## config.mk

```make
export PLATFORM = sky130hd
export DESIGN_NAME = trace_pc_rebuild
export DESIGN_NICKNAME = d
export VERILOG_FILES = /design/src/rtl/trc_pkg.sv /design/src/rtl/trc_flag_decode.sv /design/src/rtl/trc_pc_step.sv /design/src/rtl/trc_pc_track.sv /design/src/rtl/trc_out_stage.sv /design/src/rtl/trace_pc_rebuild.sv
export SDC_FILE = /design/constraint.sdc
export NUM_CORES = 1
export LEC_CHECK = 0
export BUFFER_PORTS_ARGS = -buffer_cell sky130_fd_sc_hd__clkbuf_2
export CAP_MARGIN = 0
export CORE_AREA = 2 2 119 121
export DETAILED_ROUTE_END_ITERATION = 7
export DIE_AREA = 0 0 121 123
export PLACE_DENSITY = 0.83
export SYNTH_ARGS = -nofsm -noshare
export SYNTH_HDL_FRONTEND = slang
export SYNTH_SLANG_ARGS = --single-unit
```

## constraint.sdc

```tcl
create_clock -name clk -period 3.6 [get_ports clk]
set_input_delay 0.18 -clock clk [delete_from_list [all_inputs] [get_ports clk]]
set_output_delay 0.18 -clock clk [all_outputs]
set_load 0.02 [all_outputs]
```

## src/rtl/trc_pkg.sv

```systemverilog
package trc_pkg;

    localparam int FLAG_W       = 4;
    localparam int FLAG_BR_OFS  = 0;
    localparam int FLAG_ADR_OFS = 1;
    localparam int FLAG_IRQ_OFS = 3;

    typedef enum logic [1:0] {
        KIND_DATA   = 2'b00,
        KIND_BRANCH = 2'b01,
        KIND_ADDR   = 2'b10
    } trc_kind_e;

    typedef enum logic [1:0] {
        ST_IDLE = 2'b00,
        ST_REQ  = 2'b01,
        ST_WAIT = 2'b10
    } trc_state_e;

endpackage

```

## src/rtl/trc_flag_decode.sv

```systemverilog
module trc_flag_decode
    import trc_pkg::*;
#(
    parameter int PAYLOAD_W = 32,
    localparam int REC_W    = PAYLOAD_W + FLAG_W
) (
    input  logic [REC_W-1:0]     rec,
    output trc_kind_e            kind,
    output logic                 irq,
    output logic                 is_addr,
    output logic                 is_branch,
    output logic [FLAG_W-1:0]    flags,
    output logic [PAYLOAD_W-1:0] payload
);
    always_comb begin
        flags     = rec[REC_W-1:PAYLOAD_W];
        payload   = rec[PAYLOAD_W-1:0];
        irq       = flags[FLAG_IRQ_OFS];
        is_branch = flags[FLAG_BR_OFS];
        is_addr   = flags[FLAG_ADR_OFS];
        // branch wins when both markers are present
        if (is_branch)    kind = KIND_BRANCH;
        else if (is_addr) kind = KIND_ADDR;
        else              kind = KIND_DATA;
    end
endmodule

```

## src/rtl/trc_pc_step.sv

```systemverilog
module trc_pc_step #(
    parameter int         PAYLOAD_W   = 32,
    parameter logic [1:0] FULL_CODE   = 2'b11,
    parameter int         FULL_BYTES  = 4,
    parameter int         SHORT_BYTES = 2
) (
    input  logic [PAYLOAD_W-1:0] pc,
    input  logic [1:0]           opc,
    input  logic                 hold,
    output logic [PAYLOAD_W-1:0] next_pc
);
    localparam logic [PAYLOAD_W-1:0] FULL_INC  = PAYLOAD_W'(FULL_BYTES);
    localparam logic [PAYLOAD_W-1:0] SHORT_INC = PAYLOAD_W'(SHORT_BYTES);

    always_comb begin
        if (hold)                   next_pc = pc;
        else if (opc == FULL_CODE)  next_pc = pc + FULL_INC;
        else                        next_pc = pc + SHORT_INC;
    end
endmodule

```

## src/rtl/trc_pc_track.sv

```systemverilog
module trc_pc_track
    import trc_pkg::*;
#(
    parameter int                   PAYLOAD_W  = 32,
    parameter logic [PAYLOAD_W-1:0] IRQ_VECTOR = 'h10
) (
    input  logic                 clk,
    input  logic                 rst_n,
    input  logic                 in_valid,
    output logic                 in_ready,
    input  trc_kind_e            dec_kind,
    input  logic                 dec_irq,
    input  logic                 dec_addr,
    input  logic                 dec_branch,
    input  logic [FLAG_W-1:0]    dec_flags,
    input  logic [PAYLOAD_W-1:0] dec_payload,
    input  logic                 slot_free,
    output logic                 lk_req_valid,
    input  logic                 lk_req_ready,
    output logic [PAYLOAD_W-1:0] lk_req_pc,
    input  logic                 lk_rsp_valid,
    input  logic                 lk_rsp_hit,
    input  logic [1:0]           lk_rsp_opc,
    output logic                 emit_valid,
    output trc_kind_e            emit_kind,
    output logic [FLAG_W-1:0]    emit_flags,
    output logic [PAYLOAD_W-1:0] emit_payload,
    output logic [PAYLOAD_W-1:0] emit_pc,
    output logic                 emit_pc_ok
);
    typedef struct packed {
        trc_state_e             st;
        logic [PAYLOAD_W-1:0]   pc;
        logic                   pc_ok;
        logic                   last_irq;
        logic [PAYLOAD_W-1:0]   lk_pc;
        trc_kind_e              p_kind;
        logic [FLAG_W-1:0]      p_flags;
        logic [PAYLOAD_W-1:0]   p_payload;
        logic                   p_addr;
        logic                   p_branch;
    } track_s;

    track_s t_d, t_q;

    logic                 accept;
    logic                 irq_rise;
    logic [PAYLOAD_W-1:0] pc_eff;
    logic                 ok_eff;
    logic [PAYLOAD_W-1:0] step_pc;

    trc_pc_step #(.PAYLOAD_W(PAYLOAD_W)) u_step (
        .pc      (t_q.lk_pc),
        .opc     (lk_rsp_opc),
        .hold    (t_q.p_addr),
        .next_pc (step_pc)
    );

    always_comb begin
        t_d          = t_q;
        in_ready     = (t_q.st == ST_IDLE) && slot_free;
        accept       = in_valid && in_ready;
        irq_rise     = dec_irq && !t_q.last_irq;
        pc_eff       = irq_rise ? IRQ_VECTOR : t_q.pc;
        ok_eff       = irq_rise || t_q.pc_ok;
        lk_req_valid = 1'b0;
        lk_req_pc    = t_q.lk_pc;
        emit_valid   = 1'b0;
        emit_kind    = t_q.p_kind;
        emit_flags   = t_q.p_flags;
        emit_payload = t_q.p_payload;
        emit_pc      = '0;
        emit_pc_ok   = 1'b0;

        unique case (t_q.st)
            ST_IDLE: begin
                if (accept) begin
                    t_d.last_irq = dec_irq;
                    if (ok_eff) begin
                        t_d.st        = ST_REQ;
                        t_d.pc        = pc_eff;
                        t_d.pc_ok     = 1'b1;
                        t_d.lk_pc     = pc_eff;
                        t_d.p_kind    = dec_kind;
                        t_d.p_flags   = dec_flags;
                        t_d.p_payload = dec_payload;
                        t_d.p_addr    = dec_addr;
                        t_d.p_branch  = dec_branch;
                    end else begin
                        emit_valid   = 1'b1;
                        emit_kind    = dec_kind;
                        emit_flags   = dec_flags;
                        emit_payload = dec_payload;
                        if (dec_branch) begin
                            t_d.pc    = dec_payload;
                            t_d.pc_ok = 1'b1;
                        end
                    end
                end
            end
            ST_REQ: begin
                lk_req_valid = 1'b1;
                if (lk_req_ready) t_d.st = ST_WAIT;
            end
            ST_WAIT: begin
                if (lk_rsp_valid) begin
                    emit_valid = 1'b1;
                    emit_pc    = lk_rsp_hit ? t_q.lk_pc : '0;
                    emit_pc_ok = lk_rsp_hit;
                    t_d.st     = ST_IDLE;
                    if (t_q.p_branch) begin
                        t_d.pc    = t_q.p_payload;
                        t_d.pc_ok = 1'b1;
                    end else if (lk_rsp_hit) begin
                        t_d.pc    = step_pc;
                        t_d.pc_ok = 1'b1;
                    end else begin
                        t_d.pc_ok = 1'b0;
                    end
                end
            end
            default: t_d.st = ST_IDLE;
        endcase
    end

    always_ff @(posedge clk) begin
        if (!rst_n) begin
            t_q          <= '0;
            t_q.st       <= ST_IDLE;
            t_q.p_kind   <= KIND_DATA;
        end else begin
            t_q <= t_d;
        end
    end

    AST_STALL_WHILE_LOOKUP: assert property (@(posedge clk) disable iff (!rst_n)
        (t_q.st != ST_IDLE) |-> !in_ready);
    AST_REQ_HELD: assert property (@(posedge clk) disable iff (!rst_n)
        (lk_req_valid && !lk_req_ready) |=> (lk_req_valid && $stable(lk_req_pc)));
    AST_IRQ_ENTRY_VECTOR: assert property (@(posedge clk) disable iff (!rst_n)
        (accept && irq_rise) |=> (lk_req_valid && lk_req_pc == IRQ_VECTOR));
    AST_NO_LOOKUP_UNTRACKED: assert property (@(posedge clk) disable iff (!rst_n)
        (accept && !ok_eff) |=> !lk_req_valid);
endmodule

```

## src/rtl/trc_out_stage.sv

```systemverilog
module trc_out_stage
    import trc_pkg::*;
#(
    parameter int PAYLOAD_W = 32
) (
    input  logic                 clk,
    input  logic                 rst_n,
    input  logic                 emit_valid,
    input  trc_kind_e            emit_kind,
    input  logic [FLAG_W-1:0]    emit_flags,
    input  logic [PAYLOAD_W-1:0] emit_payload,
    input  logic [PAYLOAD_W-1:0] emit_pc,
    input  logic                 emit_pc_ok,
    output logic                 slot_free,
    output logic                 out_valid,
    input  logic                 out_ready,
    output logic [1:0]           out_kind,
    output logic [FLAG_W-1:0]    out_flags,
    output logic [PAYLOAD_W-1:0] out_payload,
    output logic [PAYLOAD_W-1:0] out_pc,
    output logic                 out_pc_ok
);
    typedef struct packed {
        logic                 valid;
        trc_kind_e            kind;
        logic [FLAG_W-1:0]    flags;
        logic [PAYLOAD_W-1:0] payload;
        logic [PAYLOAD_W-1:0] pc;
        logic                 pc_ok;
    } slot_s;

    slot_s s_d, s_q;

    always_comb begin
        slot_free = !s_q.valid || out_ready;
        s_d       = s_q;
        if (s_q.valid && out_ready) s_d.valid = 1'b0;
        if (emit_valid) begin
            s_d.valid   = 1'b1;
            s_d.kind    = emit_kind;
            s_d.flags   = emit_flags;
            s_d.payload = emit_payload;
            s_d.pc      = emit_pc;
            s_d.pc_ok   = emit_pc_ok;
        end
    end

    always_ff @(posedge clk) begin
        if (!rst_n) begin
            s_q      <= '0;
            s_q.kind <= KIND_DATA;
        end else begin
            s_q <= s_d;
        end
    end

    assign out_valid   = s_q.valid;
    assign out_kind    = s_q.kind;
    assign out_flags   = s_q.flags;
    assign out_payload = s_q.payload;
    assign out_pc      = s_q.pc;
    assign out_pc_ok   = s_q.pc_ok;

    AST_NO_OVERWRITE: assert property (@(posedge clk) disable iff (!rst_n)
        emit_valid |-> (!s_q.valid || out_ready));
    AST_OUT_HELD: assert property (@(posedge clk) disable iff (!rst_n)
        (out_valid && !out_ready) |=> (out_valid && $stable({out_kind, out_flags, out_payload, out_pc, out_pc_ok})));
    AST_KIND_LEGAL: assert property (@(posedge clk) disable iff (!rst_n)
        out_valid |-> (out_kind != 2'b11));
    AST_ZERO_PC_UNTRACKED: assert property (@(posedge clk) disable iff (!rst_n)
        (out_valid && !out_pc_ok) |-> (out_pc == '0));
endmodule

```

## src/rtl/trace_pc_rebuild.sv

```systemverilog
module trace_pc_rebuild
    import trc_pkg::*;
#(
    parameter int                   PAYLOAD_W  = 32,
    parameter logic [PAYLOAD_W-1:0] IRQ_VECTOR = 'h10,
    localparam int                  REC_W      = PAYLOAD_W + FLAG_W
) (
    input  logic                 clk,
    input  logic                 rst_n,
    input  logic                 in_valid,
    output logic                 in_ready,
    input  logic [REC_W-1:0]     in_rec,
    output logic                 lk_req_valid,
    input  logic                 lk_req_ready,
    output logic [PAYLOAD_W-1:0] lk_req_pc,
    input  logic                 lk_rsp_valid,
    input  logic                 lk_rsp_hit,
    input  logic [1:0]           lk_rsp_opc,
    output logic                 out_valid,
    input  logic                 out_ready,
    output logic [1:0]           out_kind,
    output logic [FLAG_W-1:0]    out_flags,
    output logic [PAYLOAD_W-1:0] out_payload,
    output logic [PAYLOAD_W-1:0] out_pc,
    output logic                 out_pc_ok
);
    trc_kind_e            dec_kind;
    logic                 dec_irq, dec_addr, dec_branch;
    logic [FLAG_W-1:0]    dec_flags;
    logic [PAYLOAD_W-1:0] dec_payload;
    logic                 slot_free;
    logic                 emit_valid, emit_pc_ok;
    trc_kind_e            emit_kind;
    logic [FLAG_W-1:0]    emit_flags;
    logic [PAYLOAD_W-1:0] emit_payload, emit_pc;

    trc_flag_decode #(.PAYLOAD_W(PAYLOAD_W)) u_dec (
        .rec       (in_rec),
        .kind      (dec_kind),
        .irq       (dec_irq),
        .is_addr   (dec_addr),
        .is_branch (dec_branch),
        .flags     (dec_flags),
        .payload   (dec_payload)
    );

    trc_pc_track #(.PAYLOAD_W(PAYLOAD_W), .IRQ_VECTOR(IRQ_VECTOR)) u_track (
        .clk          (clk),
        .rst_n        (rst_n),
        .in_valid     (in_valid),
        .in_ready     (in_ready),
        .dec_kind     (dec_kind),
        .dec_irq      (dec_irq),
        .dec_addr     (dec_addr),
        .dec_branch   (dec_branch),
        .dec_flags    (dec_flags),
        .dec_payload  (dec_payload),
        .slot_free    (slot_free),
        .lk_req_valid (lk_req_valid),
        .lk_req_ready (lk_req_ready),
        .lk_req_pc    (lk_req_pc),
        .lk_rsp_valid (lk_rsp_valid),
        .lk_rsp_hit   (lk_rsp_hit),
        .lk_rsp_opc   (lk_rsp_opc),
        .emit_valid   (emit_valid),
        .emit_kind    (emit_kind),
        .emit_flags   (emit_flags),
        .emit_payload (emit_payload),
        .emit_pc      (emit_pc),
        .emit_pc_ok   (emit_pc_ok)
    );

    trc_out_stage #(.PAYLOAD_W(PAYLOAD_W)) u_out (
        .clk          (clk),
        .rst_n        (rst_n),
        .emit_valid   (emit_valid),
        .emit_kind    (emit_kind),
        .emit_flags   (emit_flags),
        .emit_payload (emit_payload),
        .emit_pc      (emit_pc),
        .emit_pc_ok   (emit_pc_ok),
        .slot_free    (slot_free),
        .out_valid    (out_valid),
        .out_ready    (out_ready),
        .out_kind     (out_kind),
        .out_flags    (out_flags),
        .out_payload  (out_payload),
        .out_pc       (out_pc),
        .out_pc_ok    (out_pc_ok)
    );
endmodule

```

Word level (Yosys, flattened, before mapping):

Cells that the tools add are included.

* equal/unequal tests: 9
* reductions and logical operators: 16
* multiplexer cells: 38
* $add $sub $neg: 2

Operator list (number)
* two-way mux 32 bit: 10
* two-way mux 72 bit: 2
* two-way mux 108 bit: 1
* two-way mux 33 bit: 3
* one-hot mux 33 bit (2 select lines): 1
* two-way mux 35 bit: 1
* adder 32 x 2 -> 32 bit (second input constant): 1
* adder 32 x 3 -> 32 bit (second input constant): 1
* two-way mux 2 bit: 7
* two-way mux 4 bit: 3
* two-way mux 1 bit: 8
* AND reduction 4 bit: 2
* != test 3 x 2 -> 1 bit (second input constant): 2
* one-hot mux 2 bit (3 select lines): 1
* AND reduction 5 bit: 1
* == test 2 bit (second input constant): 2
* logical AND 1 bit: 4
* != test 2 x 1 -> 1 bit (second input constant): 2
* != test 2 bit (second input constant): 2
* nonzero test 2 bit: 2
* AND reduction 3 bit: 1
* == test 2 x 1 -> 1 bit (second input constant): 1
* logical NOT 1 bit: 2
* logical NOT 2 bit: 1
* 3 further kinds: 4

* word-level logic and storage cells: 81
* output and inout bits: 106
* register bits after elaboration: 180

Logic depth before layout (Yosys ltp):

* depth in word-level cells: 7
* gate-level depth with buffers: 9
* depth with buffers taken out: 7

By module:

From an unflattened synthesis, not the netlist that was laid out.

* cells, all modules: 989
* area total of the unflattened synthesis: 9140.0 µm²

Modules (own cells, without submodules)
* trc_pc_track: cells an instance 608, instances 1, area an instance 5312.6 µm², sequential area each 2162.1 µm²
* trc_out_stage: cells an instance 233, instances 1, area an instance 2761.4 µm², sequential area each 1441.4 µm²
* trc_pc_step: cells an instance 107, instances 1, area an instance 752.0 µm², sequential area each 0.0 µm²
* trc_flag_decode: cells an instance 41, instances 1, area an instance 314.1 µm², sequential area each 0.0 µm²

Least setup slack after synthesis:

OpenSTA, ideal clock, no wires.

* path type: reg-to-reg
* from: register u_track.t_q (netlist bit u_track.lk_req_pc[6])
* to: register u_track.t_q[105] (netlist bit)
* stages on the path, launching flop included: 9
* library setup time: 0.134 ns
* buffers on the path: 2
* clock period less this slack: 2.170 ns
* data required time: 3.466 ns
* arrival: 2.036 ns
* setup slack: 1.430 ns
* cells stage by stage: dfxtp_1 -> buf_2 -> nand4_2 -> or4_4 -> buf_6 -> or3_1 -> o31a_1 -> o21ai_0 -> a211oi_1

* word-level cells in the longest chain between the ends: 7
* elaborated cells on any way between the ends: 8
* those cells by class: add/sub (2); mux (6)

RTL lines
* start, declared: RTL line trc_pc_track.sv:44 `track_s t_d, t_q;`
* start signal, assigned: RTL line trc_pc_track.sv:132 `t_q <= t_d;`
* adder 32 x 2 -> 32 bit or adder 32 x 3 -> 32 bit (tied branches): RTL line trc_pc_step.sv:18, trc_pc_step.sv:17
* two-way mux 32 bit *: RTL line trc_pc_step.sv:17 `else if (opc == FULL_CODE) next_pc = pc + FULL_INC;`
* two-way mux 32 bit *: RTL line trc_pc_step.sv:16 `if (hold) next_pc = pc;`
* two-way mux 32 bit *: RTL line trc_pc_track.sv:114 `end else if (lk_rsp_hit) begin`
* two-way mux 33 bit *: RTL line trc_pc_track.sv:111 `if (t_q.p_branch) begin`
* two-way mux 35 bit *: RTL line trc_pc_track.sv:106 `if (lk_rsp_valid) begin`
* one-hot mux 33 bit (2 select lines) *: RTL line trc_pc_track.sv:75 `unique case (t_q.st)`

Every way passes the cells marked *; elsewhere a longest branch is shown, timed or not. The select of a mux whose other input is x is not followed.
A chain may end at the register's enable or synchronous reset.

Worst setup path in the final report:

* from: register u_track.t_q[107] (netlist bit)
* to: register u_track.t_q[99] (netlist bit)

* word-level cells in the longest chain between the ends: 5
* elaborated cells on any way between the ends: 11
* those cells by class: eq/ne (5); mux (1); reduce/logical (5)

RTL lines
* logical NOT 2 bit: RTL line trc_pc_track.sv:61, trc_pc_track.sv:75
* logical AND 1 bit: RTL line trc_pc_track.sv:61 `in_ready = (t_q.st == ST_IDLE) && slot_free;`
* logical AND 1 bit: RTL line trc_pc_track.sv:62 `accept = in_valid && in_ready;`
* != test 2 x 1 -> 1 bit (no line)
* AND reduction 5 bit (no line)

Several ways; a longest one is shown, not always the timed one.

==> reports/results.txt <==
Row cnt: 43
Stages on the worst setup path: 6
Final hold violation count: 0
Slew Limit Fails: 0
Core area: 13610 sq um
Tightest Pin Transition: 1.149 ns
Yosys top cell area share: 44.28%
Most common cell in the netlist: dfxtp_1
Die Ht: 123 microns
Initial Utilization: 58.45%
# IOs: 151
Final net count: 1088
Crit-path max cell delay: 0.88 ns
GPL Wtd Cong: 0.9027
Die width: 121 microns
Crit. End Element: register
WL met3: 2319 microns
Slew HR: 23.39%
Maximum VDD drop: 0.2950 mV
Detail Route Antenna Nets: 0
WL/cell: 18.78 microns
Clock Skew: 0.008915 ns
Post-synthesis area per instance: 8.236 sq um
Power, Total: 0.004909 W
Hold path depth: 3
Sink Count: 176
Port Buffers: 150
RSZ-0062 raised after global routing: false
Layout cell share with drive strength beyond 1: 21.63%
Met2 routed wirelength: 10540 microns
CTS max path bufs: 2
Top delay family on crit path: compound AO/OA/AOI/OAI gates
Final HPWL DP: 15230 microns
Yosys warnings: 0
Critical Path Start Type: register
Via count: 7669
Commonest cells post-synth: dfxtp_1, nand2_1, nor2_1, clkbuf_1, a22oi_1
Worst-Skew Late Latency: 0.43 ns
Worst path slowest cell: o22ai_2
Initial drt markers: 1080
First-pass DRT Iterations: 8
Max Fanout on Critical Path: 26
Status: finished clean
Max-cap violations: 0
Worst EP required: 3.94 ns
Uppermost layer routed: met4
Peak Freq: 0.3943 GHz
CTS tree: done
# diodes: 0
# fillers: 1073
Synth unique cells: 57
WL final: 23180 microns
M1 wire length: 9741 microns
Clk root buf: clkbuf_16
Primary FF master, synth: dfxtp_1
Asr flop ratio synth: 0%
Static Leak: 3.622 nW
Type of the worst min-delay path: input port to register
Shortest period the worst path allows: 2.536 ns
Sequential area share after synthesis: 44.28%
Crit Path Class: register to register
Syn Inst Count: 966
Synthesized net count: 1013
Worst reg-to-reg path cell count: 6
Clock slew at reported path FFs: 0.07 ns
H-tree Lvls: 4
EDFF count, synth: 0
Register bit total from synthesis: 176
Dominant cells by area after synthesis: dfxtp_1, a22oi_1, nand2_1
Area leader, netlist: dfxtp_1
First-pass GRT wire length: 35590 microns
Number of global-route vias before repair: 6726
Die area: 14880 sq um
Setup violators final: 0
Period utilization: 70.45%
Setup TNS: 0 ns
Mapped Area: 7956 sq um
Grt total ovfl: 0
DRC: 0
Worst path cell trace: nor2_1 > and3_1 > a2bb2oi_1 > o22ai_2 > a222oi_1 > a211oi_1
Largest net degree at the start of global routing: 87
Final Util: 68.50%
Overall Global Routing Usage: 30.53%
Initial antenna violation count: 0
PD cells: 526.5 nW/um^2
Inserted Clock Buffers: 17
Buffers plus inverters on the worst setup path: 0
Vias per cell: 6.215
Layout area overhead: 17.19%
Worst Path Arrival: 2.88 ns
state kept, by name, indices dropped and copies added (netlist names):
name               cells
u_out.out_pc          32
u_out.out_kind         1
u_track.t_q           73
u_track.lk_req_pc     32
u_out.out_pc_ok        1
u_out.out_payload     32
u_out.out_valid        1
u_out.out_flags        4
worst paths after layout:
path	startpoint	endpoint	slack (ns)
min reg2reg	u_track.t_q[72]	u_track.t_q[72]	0.46
max	u_track.t_q[107]	u_track.t_q[99]	1.06
min	in_rec[4]	u_track.t_q[6]	0.008
max reg2reg	u_track.t_q[107]	u_track.t_q[99]	1.06
cell usage in the layout, fill, tap and decap left out, drive strengths merged, types with 18 or more instances in the layout:
cell	count
a21oi	69
a222oi	19
a22oi	74
a311oi	32
buf	18
clkbuf	169
dfxtp	176
nand2	146
nand3	42
nor2	116
o21ai	23
layout make-up:
| class | instances | area (sq um) | area share (%) |
|---|---|---|---|
| clock inverter | 13 | 254.0 | 2.724 |
| inverter | 9 | 36.28 | 0.3892 |
| multi-input combinational | 662 | 3851 | 41.30 |
| clock buffer | 19 | 452.9 | 4.858 |
| tap | 180 | 225.2 | 2.415 |
| timing repair buffer | 175 | 980.9 | 10.52 |
| sequential | 176 | 3523 | 37.79 |
cells by family after synthesis:
kind of cell               share of synthesized area, %
AOI/OAI and AO/OA                                 22.98
xor gates and xnor gates                          2.862
adders and majority gates                        0.3145
buffers and inverters                             7.831
DFF                                               44.28
muxes                                             1.636
and+or+nand+nor                                   20.10
routing by layer:
metal  vias up  GRT usage [%]
met5         -              0
met3        49          6.181
li1       3580              -
met2       431          46.98
met1      3609          41.93
met4         0          12.86
through the flow:
| stage | instances | cell area (sq um) | setup WS [ns] | hold WS (ns) |
|---|---|---|---|---|
| after floorplan | 966 | 7956 | 1.430 | 0.3160 |
| after global placement | 1195 | 8547 | 1.201 | 0.4261 |
| after detailed placement | 1195 | 8547 | 1.128 | 0.4376 |
| after CTS | 1234 | 9324 | 1.103 | 0.003072 |
| after global routing | 1234 | 9324 | 0.9044 | 0.005933 |
| final | 1234 | 9324 | 1.064 | 0.007704 |
worst min-delay path, stage by stage:
cell      delay [ns]
clkbuf_2        0.10
nand2_1         0.06
a21oi_1         0.05
what timing repair did:
action                    4_1_cts  5_1_grt
hold buffers                    7        0
hold endpoints to repair        7        0
buffers inserted                0        0
resized for setup               0        0
power by group:
part,switching (W),internal [W]
Combinational,0.000399,0.000190
Clock,0.000785,0.00141
Sequential,0.0000796,0.00204
Total,0.00126,0.00365
No activity file was read; power rests on OpenSTA's default activity.
